File: src/rtl/clkout_pkg.sv
package clkout_pkg;
  localparam int CNT_W = 8;
  localparam int PS_W  = 3;
  typedef enum logic [1:0] {PS_DIV1 = 2'd0, PS_DIV2 = 2'd1, PS_DIV4 = 2'd2, PS_DIV8 = 2'd3} psel_e;
endpackage

File: src/rtl/clkout_presc.sv
module clkout_presc
  import clkout_pkg::*;
#(
  parameter int W = PS_W
) (
  input  logic  clk_i,
  input  logic  rst_ni,
  input  logic  restart_i,
  input  psel_e psel_i,
  output logic  tick_o
);
  logic [W-1:0] phase_q;
  logic [W-1:0] mask;

  always_comb begin
    for (int i = 0; i < W; i++) mask[i] = (i < int'(psel_i));
  end

  assign tick_o = ((phase_q & mask) == mask);

  always_ff @(posedge clk_i or negedge rst_ni) begin
    if (!rst_ni)        phase_q <= '0;
    else if (restart_i) phase_q <= '0;
    else                phase_q <= phase_q + 1'b1;
  end
endmodule

File: src/rtl/clkout_cnt.sv
module clkout_cnt #(
  parameter int W = 8
) (
  input  logic         clk_i,
  input  logic         rst_ni,
  input  logic         restart_i,
  input  logic         tick_i,
  input  logic [W-1:0] cmp_i,
  output logic         match_o,
  output logic [W-1:0] cnt_o
);
  localparam logic [W-1:0] START = W'(1);
  logic [W-1:0] cnt_q;

  // restart wins over a coinciding match
  assign match_o = tick_i & ~restart_i & (cnt_q == cmp_i);
  assign cnt_o   = cnt_q;

  always_ff @(posedge clk_i or negedge rst_ni) begin
    if (!rst_ni)        cnt_q <= START;
    else if (restart_i) cnt_q <= START;
    else if (tick_i)    cnt_q <= match_o ? START : cnt_q + 1'b1;
  end
endmodule

File: src/rtl/clkout_div.sv
module clkout_div
  import clkout_pkg::*;
(
  input  logic             clk_i,
  input  logic             rst_ni,
  input  logic             cmp_we_i,
  input  logic [CNT_W-1:0] cmp_i,
  input  logic             ctl_we_i,
  input  logic [1:0]       psel_i,
  input  logic             odis_i,
  output logic             clk_o,
  output logic             irq_o
);
  logic [CNT_W-1:0] cmp_q;
  psel_e            psel_q;
  logic             odis_q, tgl_q, irq_q;
  logic             restart, tick_w, match_w;
  logic [CNT_W-1:0] cnt_w;

  assign restart = cmp_we_i | (ctl_we_i & (psel_i != psel_q));

  always_ff @(posedge clk_i or negedge rst_ni) begin
    if (!rst_ni) begin
      cmp_q  <= '0;
      psel_q <= PS_DIV1;
      odis_q <= 1'b1;
    end else begin
      if (cmp_we_i) cmp_q <= cmp_i;
      if (ctl_we_i) begin
        psel_q <= psel_e'(psel_i);
        odis_q <= odis_i;
      end
    end
  end

  clkout_presc #(.W(PS_W)) u_presc (
    .clk_i     (clk_i),
    .rst_ni    (rst_ni),
    .restart_i (restart),
    .psel_i    (psel_q),
    .tick_o    (tick_w)
  );

  clkout_cnt #(.W(CNT_W)) u_cnt (
    .clk_i     (clk_i),
    .rst_ni    (rst_ni),
    .restart_i (restart),
    .tick_i    (tick_w),
    .cmp_i     (cmp_q),
    .match_o   (match_w),
    .cnt_o     (cnt_w)
  );

  always_ff @(posedge clk_i or negedge rst_ni) begin
    if (!rst_ni) begin
      tgl_q <= 1'b0;
      irq_q <= 1'b0;
    end else begin
      tgl_q <= tgl_q ^ match_w;
      irq_q <= match_w;
    end
  end

  assign clk_o = tgl_q & ~odis_q;
  assign irq_o = irq_q;
endmodule

File: config.mk
export PLATFORM = sky130hd
export DESIGN_NAME = clkout_div
export DESIGN_NICKNAME = d
export VERILOG_FILES = /design/src/rtl/clkout_pkg.sv /design/src/rtl/clkout_presc.sv /design/src/rtl/clkout_cnt.sv /design/src/rtl/clkout_div.sv
export SDC_FILE = /design/constraint.sdc
export NUM_CORES = 1
export LEC_CHECK = 0
export ABC_AREA = 1
export BUFFER_PORTS_ARGS = -buffer_cell sky130_fd_sc_hd__buf_2
export CORE_MARGIN = 3
export CORE_UTILIZATION = 40
export CTS_CLUSTER_SIZE = 24
export DETAILED_ROUTE_END_ITERATION = 12
export HOLD_SLACK_MARGIN = 0.1
export SLEW_MARGIN = 20
export SYNTH_ARGS = -nofsm -noshare
export SYNTH_HDL_FRONTEND = slang
export SYNTH_SLANG_ARGS = --single-unit
File: constraint.sdc
create_clock -name clk_i -period 3.7 [get_ports clk_i]
set_clock_uncertainty 0.15 [all_clocks]
set_input_delay 0 -clock clk_i [delete_from_list [all_inputs] [get_ports clk_i]]
set_output_delay 0 -clock clk_i [all_outputs]
set_load 0.05 [all_outputs]
==> flow_metrics.env <==
export IMPL_final_common_cell="nand2_1"
export IMPL_syn_num_nets=179
export IMPL_start_util=0.442
export IMPL_io_buffers=16
export IMPL_multi_input_comb_area_um2=574
export IMPL_synth_distinct_cells=25
export IMPL_worstSetupEndpointType="register"
export IMPL_maxSlewHeadroom=0.663
export IMPL_grt_pass1_vias=1222
export IMPL_drc=0
export IMPL_switching_power_uw=149
export IMPL_dpl_cell_area_um2=1390
export IMPL_post_drt_via_cell_ratio=4.48
export IMPL_yosysWarnings=0
export IMPL_status="complete, no violations"
export IMPL_ir_worst_vdd_mv=0.217
export IMPL_track_usage=0.162
export IMPL_clockPowerShare=0.223
export IMPL_synthCells=162
export IMPL_wire_per_inst_um=11.0
export IMPL_hold_buffers=36
export IMPL_fin_crit_ps=1860
export IMPL_critPathMaxFanout=6
export IMPL_worst_pin_slew_ps=506
export IMPL_hold_viol=0
export IMPL_first_iter_violations=65
export IMPL_cts_repair_resize_count=0
export IMPL_synth_top_cell_area_share=0.429
export IMPL_setup_viol=0
export IMPL_start_kind="input pin"
export IMPL_vias=1147
export IMPL_drv_cap=0
export IMPL_final_nets=233
export IMPL_pin_count=17
export IMPL_die_w_um=62.6
export IMPL_post_dp_hpwl_um=1770
export IMPL_p_leak_nw=0.928
export IMPL_htree_num_levels=1
export IMPL_grt_pass1_wl_um=5210
export IMPL_ys_seq_elements=24
export IMPL_clk_pin_slew_ps=120
export IMPL_powerDensity_nw_per_um2=299
export IMPL_seq_power_share=0.556
export IMPL_netlist_area_um2=1280
export IMPL_fin_area_um2=1770
export IMPL_syn_to_final_growth_pct=38.0
export IMPL_critical_path_class="in -> reg"
export IMPL_internal_power_uw=380
export IMPL_setup_ws_ps=1840
export IMPL_critPathRequiredTime_ps=3760
export IMPL_combPwrFrac=0.221
export IMPL_drive_gt1_frac=0.164
export IMPL_fill_cells=268
export IMPL_netSwitchingFraction=0.282
export IMPL_overflow=0
export IMPL_seq_area_frac_synth=0.470
export IMPL_routed_wl_um=2810
export IMPL_postRouteAntennaNets=0
export IMPL_postSynthAreaPerCell_um2=7.92
export IMPL_die_h_um=62.6
export IMPL_place_congestion=0.779
export IMPL_utilization=0.610
export IMPL_seq_area_um2=603
export IMPL_max_freq_mhz=538
export IMPL_coreArea_um2=2900
export IMPL_slew_violations=0
export IMPL_rows=19
export IMPL_hp_class="in -> reg"
export IMPL_cts_inserted_buffers=3
export IMPL_place_ws_ps=2100
export IMPL_clockBufferDepth=2
export IMPL_clock_sinks=24
export IMPL_cp_arrival_ps=1920
export IMPL_grt_max_degree=23
export IMPL_die_area_um2=3920
export IMPL_cts_root_buf="clkbuf_4"
export IMPL_period_share=0.502
export IMPL_rsz0062_at_grt="false"
export IMPL_synth_top_area_cell="dfrtp_1"
export IMPL_first_pass_iters=4
export IMPL_mostFrequentLayoutCells="62 x nand2_1, 35 x dlygate4sd3_1, 22 x dfrtp_1, 19 x inv_1, 17 x buf_2"
export IMPL_post_cts_buffers=0
export IMPL_antenna_found_initial=0
export IMPL_clk_latency_ps=320
export IMPL_totalNegativeSetupSlack_ps=0
export IMPL_n_antenna_cell=0
export IMPL_cts_tree="done"
export IMPL_synth_area_leaders="dfrtp_1 43%, nand2_1 18%, inv_1 5.6%"
[per-stage QoR]
step	power (mW)	instances	hold slack [ps]
2_1_floorplan	0.353	162	-446
3_3_place_gp	0.377	217	-138
3_5_place_dp	0.381	217	-133
4_1_cts	0.531	256	115
5_1_grt	0.564	256	200
6_report	0.530	256	122
[logic make-up after synthesis]
group                      after synthesis  share of synthesized area
AOI/OAI and AO/OA                       10                     0.0410
xor gates and xnor gates                10                     0.0741
adders and majority gates                2                     0.0195
buffers and inverters                   25                     0.0820
DFF                                     24                      0.470
muxes                                    1                    0.00878
and+or+nand+nor                         90                      0.304
[worst paths after layout]
| check | from | endpoint | slack (ps) | cells after the start |
|---|---|---|---|---|
| max in group asynchronous | rst_ni | u_cnt.cnt_o[1]$_DFFE_PN0P_ | 2350 | 4 |
| max reg2reg | u_cnt.cnt_o[0]$_DFFE_PN1P_ | u_cnt.cnt_o[6]$_DFFE_PN0P_ | 2110 | 6 |
| min reg2reg | u_presc.phase_q[0]$_DFF_PN0_ | u_presc.phase_q[0]$_DFF_PN0_ | 350 | 1 |
| max | ctl_we_i | psel_q[0]$_DFFE_PN0P_ | 1840 | 6 |
| min in group asynchronous | rst_ni | odis_q$_DFFE_PN1P_ | 550 | 3 |
| min | cmp_we_i | u_cnt.cnt_o[0]$_DFFE_PN1P_ | 120 | 5 |
[critical path: stages]
cell and delay (ps):
dlygate4sd3_1 530, buf_2 150, nand2_1 50, dlygate4sd3_1 530, o21ai_0 80, dlygate4sd3_1 570
[cell type report]
class | count | share of cell area
Clock buffer | 3 | 0.0127
Inverter | 22 | 0.0466
Multi-Input combinational cell | 113 | 0.324
Sequential cell | 24 | 0.341
Tap cell | 42 | 0.0297
Timing Repair Buffer | 52 | 0.246
[power by group through the flow]
stage | Clock, mW | Combinational, mW | Sequential (mW)
6_report | 0.118 | 0.117 | 0.294
3_5_place_dp | 0 | 0.0816 | 0.299
3_3_place_gp | 0 | 0.0786 | 0.298
5_1_grt | 0.134 | 0.133 | 0.297
2_1_floorplan | 0 | 0.0568 | 0.296
4_1_cts | 0.119 | 0.117 | 0.294
[Yosys cell counts]
master / number
nor2_1: 5
nor3_1: 2
nor2_2: 3
inv_1: 19
or2_2: 1
nor2_4: 1
dfrtp_1: 22
xor2_1: 4
o21bai_1: 1
nand3_1: 13
mux2_2: 1
xnor2_1: 5
xnor2_2: 1
clkbuf_1: 1
inv_2: 3
nand2_4: 1
o21ai_1: 1
buf_6: 1
ha_1: 2
nand2_1: 62
o21ai_0: 8
nand3_2: 1
nand2_2: 1
dfstp_2: 2
buf_4: 1
[per-layer routing]
| metal | routed length (µm) | GRT usage | vias to the layer above |
|---|---|---|---|
| met5 | 0 | 0 | - |
| met4 | 22 | 0.0331 | 0 |
| met3 | 88 | 0.0378 | 2 |
| met2 | 1390 | 0.285 | 16 |
| met1 | 1310 | 0.200 | 531 |
| li1 | - | - | 598 |
[state kept, by name (all words and copies together), names as in the netlist]
name	flops
cmp_q	8
irq_o	1
odis_q	1
psel_q	2
tgl_q	1
u_cnt.cnt_o	8
u_presc.phase_q	3
Note: power is estimated with default switching activity, not from simulation.
